`src/rtl/brd_pkg.sv`:
```
package brd_pkg;
    typedef enum logic [1:0] {
        ST_HELD    = 2'd0,
        ST_CONFIRM = 2'd1,
        ST_RUN     = 2'd2
    } det_state_t;
endpackage

```
`src/rtl/brd_sync2.sv`:
```
module brd_sync2 #(
    parameter int W = 2
) (
    input  logic         clk,
    input  logic         rst_n,
    input  logic [W-1:0] d_async,
    output logic [W-1:0] q_sync
);
    logic [W-1:0] meta_q;
    logic [W-1:0] hold_q;

    always_ff @(posedge clk or negedge rst_n) begin
        if (!rst_n) begin
            meta_q <= '0;
            hold_q <= '0;
        end else begin
            meta_q <= d_async;
            hold_q <= meta_q;
        end
    end

    assign q_sync = hold_q;
endmodule

```
`src/rtl/brd_activity_timer.sv`:
```
module brd_activity_timer #(
    parameter int TIMEOUT = 8
) (
    input  logic clk,
    input  logic rst_n,
    input  logic sig,
    output logic edge_o,
    output logic stale_o
);
    localparam int CW = $clog2(TIMEOUT + 1);
    localparam logic [CW-1:0] LIMIT = CW'(TIMEOUT);

    logic          prev_q;
    logic [CW-1:0] idle_q;

    assign edge_o  = (sig != prev_q);
    assign stale_o = (idle_q >= LIMIT);

    always_ff @(posedge clk or negedge rst_n) begin
        if (!rst_n) begin
            prev_q <= 1'b0;
            idle_q <= LIMIT;
        end else begin
            prev_q <= sig;
            if (edge_o)
                idle_q <= '0;
            else if (idle_q < LIMIT)
                idle_q <= idle_q + 1'b1;
        end
    end

    // the idle counter saturates at the limit
    a_r3_idle_bounded: assert property (@(posedge clk) disable iff (!rst_n)
        idle_q <= LIMIT);

    // an observed edge leaves the timer fresh on the next cycle
    a_r4_edge_clears_stale: assert property (@(posedge clk) disable iff (!rst_n)
        edge_o |=> !stale_o);
endmodule

```
`src/rtl/brd_decide_fsm.sv`:
```
module brd_decide_fsm
    import brd_pkg::*;
#(
    parameter int RELEASE_EDGES = 4
) (
    input  logic clk,
    input  logic rst_n,
    input  logic clk_edge,
    input  logic clk_stale,
    input  logic addr_stale,
    output logic in_reset,
    output logic released
);
    localparam int EW = $clog2(RELEASE_EDGES + 1);
    localparam logic [EW-1:0] LAST = EW'(RELEASE_EDGES - 1);

    det_state_t    state_q, state_n;
    logic [EW-1:0] cnt_q, cnt_n;
    logic          any_stale;

    assign any_stale = clk_stale | addr_stale;

    always_comb begin
        state_n = state_q;
        cnt_n   = cnt_q;
        unique case (state_q)
            ST_HELD: begin
                if (clk_edge && !addr_stale) begin
                    state_n = ST_CONFIRM;
                    cnt_n   = EW'(1);
                end
            end
            ST_CONFIRM: begin
                if (any_stale) begin
                    state_n = ST_HELD;
                    cnt_n   = '0;
                end else if (clk_edge) begin
                    if (cnt_q >= LAST) begin
                        state_n = ST_RUN;
                        cnt_n   = '0;
                    end else begin
                        cnt_n = cnt_q + 1'b1;
                    end
                end
            end
            ST_RUN: begin
                if (any_stale) begin
                    state_n = ST_HELD;
                    cnt_n   = '0;
                end
            end
            default: begin
                state_n = ST_HELD;
                cnt_n   = '0;
            end
        endcase
    end

    always_ff @(posedge clk or negedge rst_n) begin
        if (!rst_n) begin
            state_q <= ST_HELD;
            cnt_q   <= '0;
        end else begin
            state_q <= state_n;
            cnt_q   <= cnt_n;
        end
    end

    always_ff @(posedge clk or negedge rst_n) begin
        if (!rst_n) begin
            in_reset <= 1'b1;
            released <= 1'b0;
        end else begin
            in_reset <= (state_n != ST_RUN);
            released <= (state_q == ST_CONFIRM) && (state_n == ST_RUN);
        end
    end

    // a silent bus clock puts the host back in reset
    a_r3_clk_stale_reset: assert property (@(posedge clk) disable iff (!rst_n)
        clk_stale |=> in_reset);

    // an over-long address hold puts the host back in reset
    a_r4_addr_stale_reset: assert property (@(posedge clk) disable iff (!rst_n)
        addr_stale |=> in_reset);
endmodule

```
`src/rtl/bus_reset_detector.sv`:
```
module bus_reset_detector #(
    parameter int CLK_RATIO      = 4,
    parameter int ADDR_HOLD_CYC  = 6,
    parameter int CLK_IDLE_TICKS = 2 * CLK_RATIO,
    parameter int ADDR_IDLE_TICKS = ADDR_HOLD_CYC * CLK_RATIO,
    parameter int RELEASE_EDGES  = 4
) (
    input  logic clk,
    input  logic rst_n,
    input  logic bus_clk_raw,
    input  logic addr0_raw,
    output logic in_reset,
    output logic reset_released
);
    localparam int NSIG = 2;

    logic [NSIG-1:0] raw_vec, sync_vec, edge_vec, stale_vec;

    assign raw_vec = {addr0_raw, bus_clk_raw};

    brd_sync2 #(.W(NSIG)) u_sync (
        .clk     (clk),
        .rst_n   (rst_n),
        .d_async (raw_vec),
        .q_sync  (sync_vec)
    );

    for (genvar g = 0; g < NSIG; g++) begin : g_timer
        localparam int TMO = (g == 0) ? CLK_IDLE_TICKS : ADDR_IDLE_TICKS;
        brd_activity_timer #(.TIMEOUT(TMO)) u_tmr (
            .clk     (clk),
            .rst_n   (rst_n),
            .sig     (sync_vec[g]),
            .edge_o  (edge_vec[g]),
            .stale_o (stale_vec[g])
        );
    end

    brd_decide_fsm #(.RELEASE_EDGES(RELEASE_EDGES)) u_fsm (
        .clk        (clk),
        .rst_n      (rst_n),
        .clk_edge   (edge_vec[0]),
        .clk_stale  (stale_vec[0]),
        .addr_stale (stale_vec[1]),
        .in_reset   (in_reset),
        .released   (reset_released)
    );

    // leaving reset always follows a counted bus clock edge
    a_r2_release_on_edge: assert property (@(posedge clk) disable iff (!rst_n)
        $fell(in_reset) |-> $past(edge_vec[0]));

    // the release pulse coincides with the fall of in_reset
    a_r5_pulse_on_fall: assert property (@(posedge clk) disable iff (!rst_n)
        reset_released |-> (!in_reset && $past(in_reset)));

    // the pulse lasts one cycle
    a_r5_pulse_single: assert property (@(posedge clk) disable iff (!rst_n)
        reset_released |=> !reset_released);
endmodule

```
`config.mk`:
```
export PLATFORM = sky130hd
export DESIGN_NAME = bus_reset_detector
export DESIGN_NICKNAME = d
export VERILOG_FILES = /design/src/rtl/brd_pkg.sv /design/src/rtl/brd_sync2.sv /design/src/rtl/brd_activity_timer.sv /design/src/rtl/brd_decide_fsm.sv /design/src/rtl/bus_reset_detector.sv
export SDC_FILE = /design/constraint.sdc
export NUM_CORES = 1
export LEC_CHECK = 0
export BUFFER_PORTS_ARGS = -buffer_cell sky130_fd_sc_hd__buf_2
export CAP_MARGIN = 20
export CORE_MARGIN = 2
export CORE_UTILIZATION = 61
export CTS_CLUSTER_DIAMETER = 150
export DETAILED_ROUTE_END_ITERATION = 10
export PLACE_DENSITY = 0.8
export REMOVE_ABC_BUFFERS = 1
export SETUP_SLACK_MARGIN = 0.05
export SLEW_MARGIN = 0
export SYNTH_ARGS = -nofsm -noshare
export SYNTH_HDL_FRONTEND = slang
export SYNTH_SLANG_ARGS = --single-unit
```
`constraint.sdc`:
```
create_clock -name clk -period 3.1 [get_ports clk]
set_clock_uncertainty 0.15 [all_clocks]
set_input_delay 0.155 -clock clk [delete_from_list [all_inputs] [get_ports clk]]
set_output_delay 0.155 -clock clk [all_outputs]
set_load 0.01 [all_outputs]
```
# == Yosys cells after proc, flatten, opt, wreduce, memory -nomap -nowiden ==
# Cells that the tools add are included.
# totals
reg_bits,22
latch_bits,0
mem_bits_rw,0
rom_bits,0
input_bits,4
word_cells,51
mem_count,0
# classes
addsub,3
multipliers,0
div,0
n_lt_le_gt_ge,5
eq_ne,9
shift,0
muxes,16
n_bitwise,1
n_reduce_logical,7
# ops
cell,n
$mux 3,5
$mux 2,5
$mux 5,2
$pmux 3 s3,1
$mux 4,2
$pmux 2 s3,1
$add 5x1->5 const B,1
$ge 5x5->1 const B,1
$lt 5x5->1 const B,1
$add 4x1->4 const B,1
$eq 2x2->1 const B,2
$ge 4x4->1 const B,1
$lt 4x4->1 const B,1
$ne 2x1->1 const B,2
$reduce_bool 2->1,2
$add 3x1->3 const B,1
$ge 3x2->1 const B,1
$ne 3x1->1 const B,1
$reduce_and 3->1,1
$eq 2x1->1 const B,1
$logic_and 1x1->1,2
$logic_not 2->1,1
$ne 1x1->1,2
$ne 2x2->1 const B,1
other kinds (2),2

# == Longest topological paths before layout ==
# Gate-level depths: netlist (run 1).
# logic_depth
ltp_word,7
depth_mapped,6
mapped_depth_nobuf,6

# == Hierarchy ==
# A second synthesis (run 1) with hierarchy kept.
# unflattened
cells_unflattened,90
hier_area_um2,1039.7
# by_module_without_submodules
mod,n_inst,cells_each,area_each_um2
brd_decide_fsm,1,39,400.4
brd_activity_timer (g_timer[1].u_tmr),1,27,302.8
brd_activity_timer (g_timer[0].u_tmr),1,20,236.5
brd_sync2,1,4,100.1

# == Worst setup path after synthesis (run 1) ==
# No wires, ideal clock.
# synth_path
path_type,register to register
from,register u_fsm.cnt_q[0]
to,register u_fsm.state_q[1]
setup_time_ns,0.119
arrival_time_ns,1.390
required_time_ns,2.831
setup_slack_ns,1.441
path_stages_with_launch,7
cell_sequence,dfrtp_1 ha_1 ha_1 a211oi_2 or2_1 o21ai_1 and2_1
# synth_between
elab_chain_len,5
# synth_rtl
item,line,rtl
"start, declared",brd_decide_fsm.sv:18,"logic [EW-1:0] cnt_q, cnt_n;"
"start signal, assigned",brd_decide_fsm.sv:65,cnt_q <= cnt_n;
$ge 3x2->1,brd_decide_fsm.sv:38,if (cnt_q >= LAST) begin
$mux 2,brd_decide_fsm.sv:38,
$mux 2,brd_decide_fsm.sv:37,end else if (clk_edge) begin
$mux 2,brd_decide_fsm.sv:34,if (any_stale) begin
$pmux 2 s3,brd_decide_fsm.sv:26,unique case (state_q)
net u_fsm.state_n[1],brd_decide_fsm.sv:17,"det_state_t state_q, state_n;"
"end signal, assigned",brd_decide_fsm.sv:64,state_q <= state_n;
"end, declared",brd_decide_fsm.sv:17,
# The timed path passes the listed nets, and every way through them passes these cells.
# A chain may end at the register's enable or synchronous reset.

# == Final worst setup path (run 1) ==
# layout_path
from,register u_fsm.cnt_q[0]
to,register u_fsm.state_q[0]
# Same word-level chain as after synthesis.

==> impl_summary.log, run 1 <==
INFO  metric status = completed
INFO  metric grt_pass1_vias = 653
INFO  metric dp.cells = between 100 and 150
INFO  metric count_of_input_and_output_buffers = 5
INFO  metric final_max_slew_viol_count = 0
INFO  metric finalSetupViolCount = 0
INFO  metric synth-edff-count = 0
INFO  metric layout.cells.most_common_list = dfrtp_1, inv_1, nor2_1, ha_1
INFO  metric ctsRootBufferMaster = clkbuf_4
INFO  metric wl = roughly 1600 um
INFO  metric kind_of_launch_point_of_the_worst_setup_path = flop
INFO  metric synthesized_area_fraction_occupied_by_adder_cells = 0.0742
INFO  metric grt_antenna_before_repair = 0
INFO  metric number_of_nets_in_the_final_layout = around 110
INFO  metric cp_cell_sequence = ha_1 -> ha_1 -> a211oi_2 -> or2_1 -> a31oi_1 -> a211oi_1
INFO  metric endpoint_kind = flop
INFO  metric grt_overflow_total = 0
INFO  metric grt_setup_unrepaired = no
INFO  metric synth_area = 1010 um^2
INFO  metric maxSlewHeadroom = 0.684
INFO  metric timing.hold.ws = ~180 ps
INFO  metric dpl.hpwl = 1140 um
INFO  metric busiest_layer = met2
INFO  metric post_synth_main_area_contributors = dfrtp_1, dfstp_2, ha_1
INFO  metric vias_per_cell = about 5.5
INFO  metric tightestPinTransition = roughly 470 ps
INFO  metric met1_layer_usage_reported_by_global_route = 0.230
INFO  metric muxShareOfSynthArea = 0.0297
INFO  metric cts_tree = built
INFO  metric n_antenna_cell = 0
INFO  metric synth_cells = ~90
INFO  metric global_route.usage.met2 = 0.357
INFO  metric yosysWarnings = 0
INFO  metric post_synth_and_or_nand_nor_area_fraction = 0.132
INFO  metric syn_avg_cell_area = 11.5 um^2
INFO  metric final-instance-count-excl-fill = roughly 120
INFO  metric detailroute.via_count = 642
INFO  metric clkLatencyLatePin = just over 300 ps
INFO  metric required = about 3200 ps
INFO  metric globalRouteTotalUtil = 0.199
INFO  metric grt_first_pass_wirelength = approximately 2800 um
INFO  metric cp_slowest_stage_delay = about 440 ps
INFO  metric h-tree-depth = 1
INFO  metric max-cap-violations = 0
INFO  metric numCtsBuffers = 3
INFO  metric flow.area_growth_from_synthesis = 12.6%
INFO  metric power.leakage = around 0.5 nW
INFO  metric synth_top_family_by_area = simple AND/OR/NAND/NOR gates
INFO  metric netlist.area_leader.share = 0.445
INFO  metric floorplan.die.width = ~45 um
INFO  metric crit_path_top_delay_cell = dfrtp_1
INFO  metric grt_start_max_net_pins = 23
INFO  metric gp_congestion = between 0.7 and 0.8
INFO  metric clk_path_buf_depth = 2
INFO  metric cpLargestDelayFamily = compound AO/OA/AOI/OAI gates
INFO  metric worst_ep_arrival_time = around 1900 ps
INFO  metric cts.repair.resized = 0
INFO  metric core = between 1500 and 2000 um^2
INFO  metric fmax = roughly 550 MHz
INFO  metric firstDrtPassIters = 4
INFO  metric power.ir.vdd_worst = 0.000511 V
INFO  metric timing_hold_violations_final = 0
INFO  metric drtAntennaViolNets = 0
INFO  metric worstPathBufferInverterCount = 0
INFO  metric crit_path_frequent_cell = ha_1
INFO  metric yosys.area_share.xor_xnor = 0.0680
INFO  metric routedWlPerCell = between 10 and 15 um
INFO  metric first_iter_violations = 13
INFO  metric clock_period_minus_final_worst_setup_slack = roughly 1800 ps
INFO  metric totalPowerFinal = between 800 and 900 uW
INFO  metric critical_path.max_fanout = 4
INFO  metric clk_pin_slew = 120 ps
INFO  metric cts_sinks = 22
INFO  metric synth_cell_types = 29
INFO  metric synth_top_cell_by_area = dfrtp_1
INFO  metric postSynthRegisterBits = 22
INFO  metric synth-async-reset-ratio = 1.00
INFO  metric post_route_cells_drive_above_1_share = 0.190
INFO  metric dieHeight = about 45 um
INFO  metric synth-compound-area-share = 0.117
INFO  metric initial_utilization = 0.664
INFO  metric accumulated_negative_setup_slack = 0 ps
INFO  metric grt_util_met3 = 0.0240
INFO  metric hold_path.class = primary input to asynchronous set/reset pin
INFO  metric rows = 14
INFO  metric yosys_most_used_dff = dfrtp_1
INFO  metric worstReg2RegStart = u_fsm.cnt_q[0]
INFO  metric drc_markers = 0
INFO  metric synth_sequential_area_ratio = 0.549
INFO  metric mostFrequentLayoutCell = dfrtp_1
INFO  metric power_density = roughly 740 nW/um^2
INFO  metric design.die.area = 2000 um^2
INFO  metric design.portCount = 6
INFO  metric layout_worst_path_cycle_share = 0.587
INFO  metric setup.worst_path.start = u_fsm.cnt_q[0]
INFO  metric setup.worst_path.class = flop to flop
==> through the flow <==
stage          setup WS, ps  utilization  instance area (um^2)
6_report               1280        0.748                  1140
5_1_grt                1150        0.748                  1140
4_1_cts                1250        0.748                  1140
3_5_place_dp           1260        0.694                  1060
3_3_place_gp           1390        0.694                  1060
2_1_floorplan          1440            -                  1010
==> Yosys cell counts (3+ instances only) <==
cell / count
a31oi_1: 3
xnor2_1: 3
nor2_1: 8
dfstp_2: 4
nand3_1: 3
a21oi_1: 3
dfrtp_1: 18
ha_1: 6
inv_1: 8
nor2b_1: 3
nand2_1: 5
mux2i_1: 3
xor2_1: 3
==> logic make-up after synthesis <==
| logic type | Yosys count |
|---|---|
| fa+ha+maj | 6 |
| buf+inv | 8 |
| xor+xnor | 7 |
| simple gates | 27 |
| compound gates | 15 |
| flops | 22 |
| mux | 3 |
==> report_power, final <==
group	leakage, nW	switching, mW	total [mW]	internal, mW
registers	0.266	0.0596	0.400	0.341
clock network	0.0279	0.0852	0.216	0.131
logic	0.207	0.117	0.229	0.112
==> timing repair <==
action / CTS / global route
hold buffers: 3 / 0
buffers inserted: 0 / 0
hold endpoints to repair: 24 / 0
==> area by class of cell <==
class / instances / area (um^2)
repair buffers: 8 / 55.1
inverters: 8 / 30.0
fillers: 105 / 384
multi-input cells: 58 / 427
flip-flops and latches: 22 / 556
clock buffers: 3 / 22.5
well taps: 16 / 20.0
clock inverters: 1 / 30.0
==> path summary, 6_finish.rpt <==
check	cells past startpoint	slack, ps	endpoint
max	6	1280	u_fsm.state_q[0]
max in group asynchronous	2	2260	g_timer[0].u_tmr.idle_q[3]
min	2	180	g_timer[1].u_tmr.prev_q
min reg2reg	0	220	u_sync.q_sync[0]
min in group clk	0	220	u_sync.q_sync[0]
max reg2reg	6	1280	u_fsm.state_q[0]
==> flip-flops by register name, summed over array words and instances, names as in the netlist <==
signal	count
g_timer.u_tmr.idle_q	9
u_fsm.cnt_q	3
u_sync.q_sync	2
u_fsm.in_reset	1
g_timer.u_tmr.prev_q	2
u_fsm.state_q	2
u_sync.meta_q	2
u_fsm.released	1
==> metal layers <==
metal,vias up,part of all wire
met5,-,0
met4,0,0.025
met3,5,0.017
met2,8,0.52
met1,311,0.44
li1,318,-
Note: power is estimated with default switching activity, not from simulation.
==> run 2, diff against run 1 <==
ABC_AREA = 1   (was unset)
CORE_UTILIZATION = 58   (was 61)
PLACE_DENSITY = 0.76   (was 0.8)
clock period = 1.9 ns   (was 3.1 ns; I/O delays follow)
==> run 2 against run 1 <==
  * Combinational power up 120%
  * Register-to-register slack worse by 1000 ps
  * Largest cell class unchanged
  * Fmax up 12%
  * Synthesized cell count up 30%
  * Cell count up 30%
  * Count of clock-buffer cells in the layout up 1
  * Design area up 4.1%
  * Utilization down 6.1 points
  * Global-route usage down 2.4 points
  * Hold slack worse by 73 ps
  * Critical endpoint is now u_fsm.cnt_q[2]
==> impl_summary.log, run 2 <==
INFO  metric cts_setup_buffers = 0
INFO  metric synth_cells = 114
INFO  metric synth.most_common_cell = nand2_1
INFO  metric fillCellCount = about 150
INFO  metric numCtsBuffers = 3
INFO  metric totalPowerFinal = around 1.4 mW
INFO  metric mostFrequentLayoutCell = nand2_1
INFO  metric endpoint_kind = flop
INFO  metric hold_path.class = primary input to asynchronous set/reset pin
INFO  metric area.sequential = between 500 and 600 um^2
INFO  metric rows = 15
INFO  metric vias_per_cell = 4.89
INFO  metric globalRouteTotalUtil = 0.175
INFO  metric yosys_most_used_dff = dfrtp_1
INFO  metric synth_top_cell_by_area = dfrtp_1
INFO  metric cts_sinks = 22
INFO  metric largest_register_ff_count = 9
INFO  metric setup.worst_path.class = flop to flop
INFO  metric synth-edff-count = 0
INFO  metric maxSlewHeadroom = 0.697
INFO  metric post_synth_main_area_contributors = dfrtp_1, dfstp_2, nand2_1
INFO  metric first_iter_violations = 14
INFO  metric grt_antenna_before_repair = 0
INFO  metric clk_pin_slew = around 120 ps
INFO  metric max_flop_register = g_timer.u_tmr.idle_q
INFO  metric ctsRootBufferMaster = clkbuf_4
INFO  metric drtAntennaViolNets = 0
INFO  metric core = approximately 1700 um^2
INFO  metric layout_worst_path_cycle_share = 0.856
INFO  metric crit_path_top_delay_cell = dfrtp_1
INFO  metric count_of_input_and_output_buffers = 5
INFO  metric synth_cell_types = 23
INFO  metric design.portCount = 6
INFO  metric layout.cells.most_common_list = nand2_1, inv_1, dfrtp_1, nand3_1
INFO  metric status = completed
INFO  metric synth_sequential_area_ratio = 0.517
INFO  metric routedWlPerCell = 10.4 um
INFO  metric place_area = around 1100 um^2
INFO  metric floorplan.die.width = around 47 um
INFO  metric number_of_nets_in_the_final_layout = between 100 and 150
INFO  metric dpl.hpwl = roughly 1200 um
INFO  metric kind_of_launch_point_of_the_worst_setup_path = flop
INFO  metric cp_cell_sequence = ha_1 -> ha_1 -> nor2_1 -> nand3_1 -> nor3_1 -> nand3_1 -> nand2_1
INFO  metric yosysWarnings = 0
INFO  metric synth-async-reset-ratio = 1.00
INFO  metric critical_path.max_fanout = 4
INFO  metric clock_period_minus_final_worst_setup_slack = approximately 1600 ps
INFO  metric grt_first_pass_wirelength = ~2700 um
INFO  metric timing.reg2reg.worst_path_depth = 7
INFO  metric detailroute.via_count = 739
INFO  metric required = 2000 ps
INFO  metric clkLatencyLatePin = ~300 ps
INFO  metric post_route_cells_drive_above_1_share = 0.214
INFO  metric firstDrtPassIters = 6
INFO  metric area_occupied_by_multi_input_gates = roughly 440 um^2
INFO  metric postSynthRegisterBits = 22
INFO  metric fin_area = 1190 um^2
INFO  metric grt_overflow_total = 0
INFO  metric final-instance-count-excl-fill = roughly 150
INFO  metric n_antenna_cell = 0
INFO  metric power.ir.vdd_worst = around 0.00087 V
INFO  metric design.die.area = ~2200 um^2
INFO  metric gp_congestion = ~0.83
INFO  metric timing_hold_violations_final = 0
INFO  metric syn_avg_cell_area = around 9.4 um^2
INFO  metric largestRegisters = g_timer.u_tmr.idle_q (9), u_fsm.cnt_q (3)
INFO  metric clk_path_buf_depth = 2
INFO  metric final_max_slew_viol_count = 0
INFO  metric ys_top_cells_by_count = nand2_1, dfrtp_1, inv_1
INFO  metric power_density = 1140 nW/um^2
INFO  metric dp.cells = 144
INFO  metric dieHeight = 47.0 um
INFO  metric wl = around 1600 um
INFO  metric accumulated_negative_setup_slack = 0 ps
INFO  metric h-tree-depth = 1
INFO  metric synth_area = about 1100 um^2
INFO  metric cts_tree = built
INFO  metric grt_pass1_vias = around 690
INFO  metric flow.area_growth_from_synthesis = 10.5%
INFO  metric grt_start_max_net_pins = 23
INFO  metric fmax = around 610 MHz
INFO  metric initial_utilization = 0.622
INFO  metric tightestPinTransition = roughly 450 ps
INFO  metric power.leakage = approximately 0.63 nW
INFO  metric cp_slowest_stage_delay = 430 ps
INFO  metric grt_setup_unrepaired = no
INFO  metric worst_ep_arrival_time = around 1700 ps
INFO  metric drc_markers = 0
INFO  metric utilization = 0.687
INFO  metric max-cap-violations = 0
INFO  metric netlist.area_leader.share = 0.420
INFO  metric finalSetupViolCount = 0
[run 2: what timing repair did]
action / CTS / global route
resized for setup: 0 / 0
endpoints found under the hold margin: 24 / 0
hold buffers: 3 / 0
[run 2: final timing paths]
| kind | from | end | slack [ps] |
|---|---|---|---|
| setup / recovery | u_fsm.cnt_q[0] | u_fsm.cnt_q[2] | 270 |
| hold / removal | rst_n | u_fsm.released | 110 |
| setup reg to reg | u_fsm.cnt_q[0] | u_fsm.cnt_q[2] | 270 |
| hold reg to reg | u_sync.meta_q[0] | u_sync.q_sync[0] | 220 |
| max in group asynchronous | rst_n | g_timer[0].u_tmr.idle_q[3] | 1150 |
| min in group clk | u_sync.meta_q[0] | u_sync.q_sync[0] | 220 |
[run 2: where the power goes]
part / switching [mW] / total [mW] / internal (mW)
clock network: 0.133 / 0.215 / 0.0818
registers: 0.0665 / 0.631 / 0.564
logic: 0.304 / 0.509 / 0.205
[run 2: per-layer routing]
layer / wire [um] / share of wire / track usage / vias up
met4: 27 / 0.017 / 0.0667 / 0
met2: 768 / 0.49 / 0.301 / 9
li1: - / - / - / 381
met3: 42 / 0.027 / 0.0462 / 5
met1: 732 / 0.47 / 0.208 / 344
met5: 0 / 0 / 0 / -
[run 2: layout make-up]
type,count,area share
Inverter,22,0.0696
Multi-Input combinational cell,70,0.367
Tap cell,25,0.0264
Sequential cell,22,0.468
Timing Repair Buffer,8,0.0464
Clock buffer,4,0.0222
[run 2: critical path: cells and delay by family (launching register included)]
| kind | cells | cell delay (ps) |
|---|---|---|
| simple gates | 5 | 590 |
| flops | 1 | 430 |
| fa+ha+maj | 2 | 400 |
[run 2: stage by stage]
| step | setup WS, ps | hold WS [ps] |
|---|---|---|
| floorplan | 394 | -351 |
| finish | 274 | 106 |
| global route | 99.0 | 154 |
| detailed placement | 301 | -75.6 |
| global placement | 355 | -72.5 |
| CTS | 274 | 118 |
[run 2: kinds of logic (layout without fill, tap and decap cells)]
family / after synthesis / after routing / share of synthesized area
xor+xnor: 1 / 1 / 0.00816
buf+inv: 22 / 34 / 0.0769
flops: 22 / 22 / 0.517
simple gates: 51 / 51 / 0.263
fa+ha+maj: 6 / 6 / 0.0699
compound gates: 12 / 12 / 0.0641
